### src/rtl/rrc_pkg.sv
package rrc_pkg;
  parameter int unsigned RRC_SEQ_W = 16;

  typedef enum logic [2:0] {
    ST_IDLE   = 3'd0,
    ST_RUN    = 3'd1,
    ST_SQUASH = 3'd2,
    ST_TRAP   = 3'd3,
    ST_FTRAP  = 3'd4
  } rrc_state_e;
endpackage

### src/rtl/rrc_retire_count.sv
module rrc_retire_count #(
  parameter int unsigned WIDTH = 4
) (
  input  logic                             enable,
  input  logic [WIDTH-1:0]                 valid,
  input  logic [WIDTH-1:0]                 done,
  output logic [$clog2(WIDTH+1)-1:0]       count
);
  localparam int unsigned CW = $clog2(WIDTH+1);

  logic stop;

  // Leading run of complete entries; the first gap ends the run.
  always_comb begin
    count = '0;
    stop  = 1'b0;
    for (int i = 0; i < WIDTH; i++) begin
      if (!stop && valid[i] && done[i]) count = CW'(i + 1);
      else                              stop  = 1'b1;
    end
    if (!enable) count = '0;
  end
endmodule

### src/rtl/rrc_redirect_pick.sv
module rrc_redirect_pick #(
  parameter int unsigned NUM_RD = 2,
  parameter int unsigned SEQ_W  = 16,
  parameter int unsigned IDX_W  = (NUM_RD > 1) ? $clog2(NUM_RD) : 1
) (
  input  logic [NUM_RD-1:0]            valid,
  input  logic [NUM_RD-1:0][SEQ_W-1:0] seq,
  input  logic [SEQ_W-1:0]             limit,
  output logic                         hit,
  output logic [IDX_W-1:0]             idx
);
  logic [SEQ_W-1:0] best;

  // Oldest request strictly older than the limit; ties keep the lower port.
  always_comb begin
    hit  = 1'b0;
    idx  = '0;
    best = '0;
    for (int i = 0; i < NUM_RD; i++) begin
      if (valid[i] && (seq[i] < limit) && (!hit || (seq[i] < best))) begin
        hit  = 1'b1;
        idx  = IDX_W'(i);
        best = seq[i];
      end
    end
  end
endmodule

### src/rtl/rrc_trap_timer.sv
module rrc_trap_timer #(
  parameter int unsigned LAT = 4
) (
  input  logic clk,
  input  logic rst_n,
  input  logic start,
  input  logic cancel,
  output logic busy,
  output logic expire
);
  localparam int unsigned CNT_W = $clog2((LAT > 1) ? LAT : 2);

  logic [CNT_W-1:0] cnt_q;
  logic             busy_q;

  assign busy   = busy_q;
  assign expire = busy_q && (cnt_q == '0);

  always_ff @(posedge clk) begin
    if (!rst_n) begin
      busy_q <= 1'b0;
      cnt_q  <= '0;
    end else if (start) begin
      busy_q <= 1'b1;
      cnt_q  <= CNT_W'(LAT - 1);
    end else if (cancel || expire) begin
      busy_q <= 1'b0;
    end else if (busy_q) begin
      cnt_q  <= cnt_q - 1'b1;
    end
  end
endmodule

### src/rtl/rob_retire_ctrl.sv
module rob_retire_ctrl
  import rrc_pkg::*;
#(
  parameter int unsigned COMMIT_W = 4,
  parameter int unsigned SEQ_W    = RRC_SEQ_W,
  parameter int unsigned TGT_W    = 32,
  parameter int unsigned NUM_RD   = 2,
  parameter int unsigned DEPTH    = 32,
  parameter int unsigned SQ_RATE  = 4,
  parameter int unsigned TRAP_LAT = 4
) (
  input  logic                                 clk,
  input  logic                                 rst_n,
  input  logic [COMMIT_W-1:0]                  head_valid,
  input  logic [COMMIT_W-1:0]                  head_done,
  input  logic [COMMIT_W-1:0]                  head_nonspec,
  input  logic [SEQ_W-1:0]                     head_seq,
  output logic [$clog2(COMMIT_W+1)-1:0]        retire_cnt,
  output logic                                 ns_go_valid,
  output logic [SEQ_W-1:0]                     ns_go_seq,
  input  logic                                 alloc_valid,
  input  logic [SEQ_W-1:0]                     alloc_seq,
  output logic                                 alloc_ready,
  input  logic [NUM_RD-1:0]                    rd_valid,
  input  logic [NUM_RD-1:0][SEQ_W-1:0]         rd_seq,
  input  logic [NUM_RD-1:0]                    rd_mispred,
  input  logic [NUM_RD-1:0]                    rd_keep,
  input  logic [NUM_RD-1:0][TGT_W-1:0]         rd_target,
  input  logic                                 trap_req,
  input  logic                                 trap_fetch,
  input  logic [SEQ_W-1:0]                     trap_seq,
  input  logic [$clog2(SQ_RATE+1)-1:0]         rob_sq_removed,
  input  logic                                 rob_sq_done,
  output logic                                 sq_valid,
  output logic [SEQ_W-1:0]                     sq_seq,
  output logic                                 sq_keep,
  output logic                                 sq_mispred,
  output logic [TGT_W-1:0]                     sq_target,
  output logic                                 free_upd,
  output logic [$clog2(DEPTH+1)-1:0]           free_cnt,
  output logic [2:0]                           status
);
  localparam int unsigned RC_W  = $clog2(COMMIT_W+1);
  localparam int unsigned OCC_W = $clog2(DEPTH+1);
  localparam int unsigned IDX_W = (NUM_RD > 1) ? $clog2(NUM_RD) : 1;

  rrc_state_e        st_q, st_d;
  logic [SEQ_W-1:0]  youngest_q;
  logic [SEQ_W-1:0]  trap_seq_q;
  logic [OCC_W-1:0]  occ_q, occ_d;
  logic              ns_held_q;
  logic [SEQ_W-1:0]  ns_held_seq_q;

  logic run_like, trap_like;
  assign run_like  = (st_q == ST_IDLE) || (st_q == ST_RUN);
  assign trap_like = (st_q == ST_TRAP) || (st_q == ST_FTRAP);

  // Retirement window
  rrc_retire_count #(.WIDTH(COMMIT_W)) u_count (
    .enable (run_like),
    .valid  (head_valid),
    .done   (head_done),
    .count  (retire_cnt)
  );

  // Redirect age filter
  logic             rd_hit;
  logic [IDX_W-1:0] rd_idx;

  rrc_redirect_pick #(.NUM_RD(NUM_RD), .SEQ_W(SEQ_W), .IDX_W(IDX_W)) u_pick (
    .valid (rd_valid),
    .seq   (rd_seq),
    .limit (youngest_q),
    .hit   (rd_hit),
    .idx   (rd_idx)
  );

  logic             p_keep, p_mispred;
  logic [SEQ_W-1:0] p_seq;
  logic [TGT_W-1:0] p_target;
  assign p_keep    = rd_keep[rd_idx];
  assign p_mispred = rd_mispred[rd_idx];
  assign p_seq     = rd_seq[rd_idx];
  assign p_target  = rd_target[rd_idx];

  // Trap countdown
  logic trap_start, trap_cancel, trap_busy, trap_expire;
  assign trap_start  = run_like && !rd_hit && trap_req;
  assign trap_cancel = trap_like && rd_hit && !p_keep;

  rrc_trap_timer #(.LAT(TRAP_LAT)) u_trap (
    .clk    (clk),
    .rst_n  (rst_n),
    .start  (trap_start),
    .cancel (trap_cancel),
    .busy   (trap_busy),
    .expire (trap_expire)
  );

  logic fire_trap, fire_rd;
  assign fire_trap = trap_like && trap_expire;
  assign fire_rd   = rd_hit && !fire_trap;

  // Allocation handshake and occupancy
  logic alloc_fire;
  assign alloc_ready = (st_q != ST_SQUASH) && (occ_q != OCC_W'(DEPTH));
  assign alloc_fire  = alloc_valid && alloc_ready;

  always_comb begin
    occ_d = occ_q + OCC_W'(alloc_fire) - OCC_W'(retire_cnt) - OCC_W'(rob_sq_removed);
  end

  // Next state
  always_comb begin
    st_d = st_q;
    unique case (st_q)
      ST_IDLE, ST_RUN: begin
        if (rd_hit)        st_d = ST_SQUASH;
        else if (trap_req) st_d = trap_fetch ? ST_FTRAP : ST_TRAP;
        else               st_d = (occ_d == '0) ? ST_IDLE : ST_RUN;
      end
      ST_SQUASH: begin
        if (rd_hit)           st_d = ST_SQUASH;
        else if (rob_sq_done) st_d = (occ_d == '0) ? ST_IDLE : ST_RUN;
      end
      ST_TRAP, ST_FTRAP: begin
        if (fire_trap || trap_cancel) st_d = ST_SQUASH;
      end
      default: st_d = ST_IDLE;
    endcase
  end

  // Non-speculative grant at the head
  logic ns_cand;
  assign ns_cand = run_like && head_valid[0] && head_nonspec[0] && !head_done[0]
                   && !(ns_held_q && (ns_held_seq_q == head_seq));

  always_ff @(posedge clk) begin
    if (!rst_n) begin
      st_q          <= ST_IDLE;
      youngest_q    <= '0;
      trap_seq_q    <= '0;
      occ_q         <= '0;
      free_cnt      <= OCC_W'(DEPTH);
      free_upd      <= 1'b0;
      sq_valid      <= 1'b0;
      sq_seq        <= '0;
      sq_keep       <= 1'b0;
      sq_mispred    <= 1'b0;
      sq_target     <= '0;
      ns_go_valid   <= 1'b0;
      ns_go_seq     <= '0;
      ns_held_q     <= 1'b0;
      ns_held_seq_q <= '0;
    end else begin
      st_q     <= st_d;
      occ_q    <= occ_d;
      free_cnt <= OCC_W'(DEPTH) - occ_d;
      free_upd <= (occ_d != occ_q);

      if (trap_start) trap_seq_q <= trap_seq;

      sq_valid <= fire_trap || fire_rd;
      if (fire_trap) begin
        sq_seq     <= trap_seq_q;
        sq_keep    <= 1'b0;
        sq_mispred <= 1'b0;
        sq_target  <= '0;
        youngest_q <= trap_seq_q;
      end else if (fire_rd) begin
        sq_seq     <= p_seq;
        sq_keep    <= p_keep;
        sq_mispred <= p_mispred;
        sq_target  <= p_target;
        youngest_q <= p_seq;
      end else if (alloc_fire) begin
        youngest_q <= alloc_seq;
      end

      ns_go_valid <= ns_cand;
      if (ns_cand) begin
        ns_go_seq     <= head_seq;
        ns_held_q     <= 1'b1;
        ns_held_seq_q <= head_seq;
      end else if (!run_like || (retire_cnt != '0)) begin
        ns_held_q     <= 1'b0;
      end
    end
  end

  assign status = st_q;
endmodule

### config.mk
export PLATFORM = sky130hd
export DESIGN_NAME = rob_retire_ctrl
export DESIGN_NICKNAME = d
export VERILOG_FILES = /design/src/rtl/rrc_pkg.sv /design/src/rtl/rrc_retire_count.sv /design/src/rtl/rrc_redirect_pick.sv /design/src/rtl/rrc_trap_timer.sv /design/src/rtl/rob_retire_ctrl.sv
export SDC_FILE = /design/constraint.sdc
export NUM_CORES = 1
export LEC_CHECK = 0
export ABC_AREA = 1
export ABC_CLOCK_PERIOD_IN_PS = 5200
export BUFFER_PORTS_ARGS = -buffer_cell sky130_fd_sc_hd__buf_2
export CAP_MARGIN = 25
export CORE_MARGIN = 2
export CORE_UTILIZATION = 50
export CTS_CLUSTER_SIZE = 12
export DETAILED_ROUTE_END_ITERATION = 16
export PLACE_DENSITY = 0.9
export SYNTH_ARGS = -nofsm -noshare
export SYNTH_HDL_FRONTEND = slang
export SYNTH_HIERARCHICAL = 1
export SYNTH_SLANG_ARGS = --single-unit
### constraint.sdc
create_clock -name clk -period 5.2 [get_ports clk]
set_clock_uncertainty 0.1 [all_clocks]
set_input_delay 0.52 -clock clk [delete_from_list [all_inputs] [get_ports clk]]
set_output_delay 0.52 -clock clk [all_outputs]
set_load 0.005 [all_outputs]
==> flow_results.xml <==
<?xml version="1.0" encoding="UTF-8"?>
<metrics>
  <group name="status">
    <metric name="outcome" unit="">finished clean</metric>
  </group>
  <group name="yosys">
    <metric name="postSynthRegisterBits" unit="">119</metric>
    <metric name="synth-adder-area-share" unit="%">10.8</metric>
    <metric name="synthXorXnorAreaFrac" unit="%">1.21</metric>
    <metric name="syn_nets" unit="">1294</metric>
    <metric name="synth-compound-area-share" unit="%">16.7</metric>
    <metric name="main_combinational_cell_family_by_area_after_synthesis" unit="">simple AND/OR/NAND/NOR gates</metric>
    <metric name="synthMuxAreaShare" unit="%">0</metric>
    <metric name="synth-edff-count" unit="">0</metric>
    <metric name="simple_gate_fraction_of_synth_area" unit="%">28.1</metric>
    <metric name="synth_seq_area_share" unit="%">32.9</metric>
    <metric name="synth_async_sr_flop_share" unit="%">0</metric>
    <metric name="post_synthesis_cell_type_count" unit="">47</metric>
    <metric name="synth.cell_area" unit="µm²">7250</metric>
    <metric name="netlist_instances" unit="">1063</metric>
    <metric name="synth-warning-count" unit="">6</metric>
    <metric name="postSynthAreaPerCell" unit="µm²">6.82</metric>
    <metric name="synth-main-ff-cell" unit="">sky130_fd_sc_hd__dfxtp_1</metric>
  </group>
  <group name="worst_setup_path">
    <metric name="ff2ff_setup_slack" unit="ns">0.81</metric>
    <metric name="cp_common_cell" unit="">sky130_fd_sc_hd__nand2_1</metric>
    <metric name="worst_setup_path_startpoint" unit="">youngest_q[5]</metric>
    <metric name="worstPathRequired" unit="ns">5.44</metric>
    <metric name="crit_slowest_cell" unit="">sky130_fd_sc_hd__a21oi_4</metric>
    <metric name="max_stage_delay" unit="ns">0.53</metric>
    <metric name="crit_path_start_kind" unit="">flop</metric>
    <metric name="arrival" unit="ns">4.63</metric>
    <metric name="crit_fanout" unit="">50</metric>
    <metric name="critPathKind" unit="">reg -&gt; reg</metric>
    <metric name="cp-endpoint" unit="">status[0]</metric>
    <metric name="worstRegToRegCells" unit="">29</metric>
    <metric name="critPathCaptureType" unit="">flop</metric>
    <metric name="regToRegStartpoint" unit="">youngest_q[5]</metric>
    <metric name="crit-reg2reg-capture" unit="">status[0]</metric>
  </group>
  <group name="place">
    <metric name="hpwlAfterDp" unit="mm">15.3</metric>
    <metric name="dp_slack" unit="ns">0.663</metric>
    <metric name="gp_routability_congestion" unit="">0.898</metric>
    <metric name="numPortBuffers" unit="">249</metric>
    <metric name="post-place-cells" unit="">1451</metric>
  </group>
  <group name="cts">
    <metric name="longest_clk_path_bufs" unit="">2</metric>
    <metric name="tritoncts" unit="">done</metric>
    <metric name="worstSkewPairLatency" unit="ns">0.42</metric>
    <metric name="clkSlewWorstSetupHoldPaths" unit="ns">0.05</metric>
    <metric name="clock-root-buffer" unit="">sky130_fd_sc_hd__clkbuf_16</metric>
    <metric name="clock-sinks" unit="">119</metric>
    <metric name="cts-hold-fix-buffers" unit="">0</metric>
    <metric name="post-cts-setup-buffers" unit="">0</metric>
    <metric name="clock_tree.htree_level_count" unit="">4</metric>
    <metric name="tritoncts.num_buffers" unit="">17</metric>
    <metric name="resized_after_cts" unit="">0</metric>
  </group>
  <group name="floorplanning">
    <metric name="dieHeight" unit="µm">124</metric>
    <metric name="fp.coreArea" unit="µm²">14400</metric>
    <metric name="die_area" unit="µm²">15500</metric>
    <metric name="initial_utilization" unit="%">50.4</metric>
    <metric name="top_level_ports" unit="">253</metric>
    <metric name="num_rows" unit="">44</metric>
    <metric name="die_w" unit="µm">124</metric>
  </group>
  <group name="layout">
    <metric name="drive_above_1_share" unit="%">25.3</metric>
    <metric name="layout.filler_cells" unit="">1296</metric>
    <metric name="synthToLayoutAreaGrowth" unit="%">27.0</metric>
    <metric name="fin_cells" unit="">1486</metric>
    <metric name="design.final.nets" unit="">1519</metric>
  </group>
  <group name="timing">
    <metric name="finalSetupTns" unit="ns">0</metric>
    <metric name="grt_setup_unrepaired" unit="">no</metric>
    <metric name="setup_viol_count_final" unit="">0</metric>
    <metric name="period_minus_slack" unit="ns">4.39</metric>
    <metric name="max-slew-margin-rel" unit="%">49.5</metric>
    <metric name="number_of_max_slew_violations_in_the_final_report" unit="">0</metric>
    <metric name="fmax" unit="MHz">228</metric>
    <metric name="final_hold_viol_count" unit="">0</metric>
    <metric name="fin_ws" unit="ns">0.806</metric>
    <metric name="finalCritPeriodShare" unit="%">84.5</metric>
    <metric name="worst-slew-pin-transition" unit="ns">0.758</metric>
  </group>
  <group name="drt">
    <metric name="detail_route.drc_violations" unit="">0</metric>
    <metric name="met3_wirelength" unit="mm">1.27</metric>
    <metric name="top_signal_layer_used" unit="">met5</metric>
    <metric name="routed_wirelength" unit="mm">20.9</metric>
    <metric name="routedWlPerCell" unit="µm">14.0</metric>
    <metric name="number_of_drc_markers_in_iteration_0" unit="">475</metric>
    <metric name="postRouteAntennaNets" unit="">0</metric>
    <metric name="vias" unit="">7848</metric>
    <metric name="first_drt_pass_iteration_count" unit="">5</metric>
    <metric name="via_per_inst" unit="">5.28</metric>
    <metric name="wl_met2" unit="mm">10.4</metric>
    <metric name="m1WireLength" unit="mm">8.39</metric>
  </group>
  <group name="run">
    <metric name="max_cap_violations" unit="">0</metric>
  </group>
  <group name="power_and_ir_drop">
    <metric name="peak_vdd_ir" unit="mV">0.314</metric>
    <metric name="total_power" unit="mW">4.77</metric>
    <metric name="leakage" unit="nW">4.80</metric>
    <metric name="power_density" unit="nW/µm²">519</metric>
  </group>
  <group name="global_route">
    <metric name="grt_antenna_before_repair" unit="">3</metric>
    <metric name="globalRouteTotalUtil" unit="%">26.7</metric>
    <metric name="grt_max_degree" unit="">75</metric>
    <metric name="grt_overflow" unit="">0</metric>
    <metric name="vias_in_the_first_global_route" unit="">7495</metric>
    <metric name="grt_first_pass_wirelength" unit="mm">34.1</metric>
  </group>
  <group name="min_path">
    <metric name="hold_path_class" unit="">in -&gt; reg</metric>
  </group>
</metrics>
[cell usage after synthesis, drive strengths merged (8+ instances only)]
master	n	area (µm²)
o211ai	35	268
dfxtp	119	2380
clkbuf	25	93.8
xnor2	9	78.8
nand2	345	1340
o21ai	50	258
a31oi	33	206
buf	25	165
nor2	90	369
inv	130	488
a21oi	66	342
ha	56	701
nand4	8	50.1
nand3	41	210
[cell usage in the layout (no fill, tap or decap), types with 5 or more instances in the layout]
master                      netlist  final
sky130_fd_sc_hd__buf_4            3      5
sky130_fd_sc_hd__buf_2           17    249
sky130_fd_sc_hd__inv_1          119    119
sky130_fd_sc_hd__clkbuf_16        0     17
sky130_fd_sc_hd__nand4_1          8      8
sky130_fd_sc_hd__xnor2_1          9      9
sky130_fd_sc_hd__clkinv_2         0      5
sky130_fd_sc_hd__o21ai_0         37     37
sky130_fd_sc_hd__nor2_1          85     85
sky130_fd_sc_hd__a31oi_1         33     33
sky130_fd_sc_hd__inv_2           11     11
sky130_fd_sc_hd__nand2_2         13     13
sky130_fd_sc_hd__o211ai_1        34     34
sky130_fd_sc_hd__o21ai_1         11     11
sky130_fd_sc_hd__a21oi_1         65     64
sky130_fd_sc_hd__nand3_1         40     40
sky130_fd_sc_hd__nand2_1        330    330
sky130_fd_sc_hd__dfxtp_1        119    119
sky130_fd_sc_hd__ha_1            56     56
[registers in the layout, summed over array words and instances, names as in the netlist]
signal,cells
youngest_q,16
trap_seq_q,16
sq_seq,16
occ_q,5
ns_held_q,1
ns_go_valid,1
free_upd,1
u_trap/busy,1
sq_valid,1
ns_held_seq_q,16
status,3
sq_keep,1
sq_mispred,1
u_trap/cnt_q,2
sq_target,32
free_cnt,6
[where the power goes]
part | switching [mW] | total (mW) | internal [mW]
registers | 0.161 | 1.37 | 1.21
logic | 1.34 | 2.15 | 0.815
clock network | 0.408 | 1.26 | 0.849
total | 1.90 | 4.77 | 2.87
[through the flow]
step / hold WS (ns) / area [µm²] / util [%]
4_1_cts: 0.245 / 9160 / 63.8
3_3_place_gp: 0.343 / 8530 / 59.4
3_5_place_dp: 0.352 / 8530 / 59.4
2_1_floorplan: 0.325 / 7250 / -
6_report: 0.255 / 9210 / 64.1
5_1_grt: 0.251 / 9210 / 64.1
[routing by layer]
layer | global-route usage [%] | up-vias
met5 | 0 | -
met4 | 12.2 | 4
met3 | 6.14 | 60
met2 | 47.8 | 301
met1 | 30.1 | 3588
li1 | - | 3895
[worst max-delay path: cells and delay by family, from the launching register on]
| family | cells | cell delay (ns) |
|---|---|---|
| buffers and inverters | 2 | 0.55 |
| AND/OR/NAND/NOR | 20 | 1.61 |
| AO/OA/AOI/OAI | 5 | 1.09 |
| flip-flops | 1 | 0.36 |
| adder cells (fa/ha/maj) | 2 | 0.58 |
[area by class of cell]
type	count	area [µm²]	share of cell area [%]
clock inverter	9	145	1.58
tap	184	230	2.50
timing repair buffer	256	1330	14.4
antenna	1	2.50	0.0272
sequential	119	2380	25.9
inverter	130	488	5.30
clock buffer	23	488	5.30
multi-input combinational	764	4140	45.0
[kinds of logic after synthesis]
| kind of cell | after synthesis |
|---|---|
| adders and majority gates | 60 |
| DFF | 119 |
| and+or+nand+nor | 494 |
| AOI/OAI and AO/OA | 200 |
| buffers and inverters | 180 |
| xor gates and xnor gates | 10 |
[worst min-delay path by stage]
stage / start / to / slack [ns] / cells after the start
final: trap_seq[11] / trap_seq_q[11] / 0.25 / 3
after global routing: trap_seq[0] / trap_seq_q[0] / 0.25 / 3
after CTS: trap_seq[2] / trap_seq_q[2] / 0.24 / 3
after detailed placement: trap_seq_q[8] / trap_seq_q[8] / 0.35 / 2
after global placement: trap_seq_q[8] / trap_seq_q[8] / 0.34 / 2
after floorplan: trap_seq_q[12] / trap_seq_q[12] / 0.32 / 2
Power figures use the tool's default switching activity.
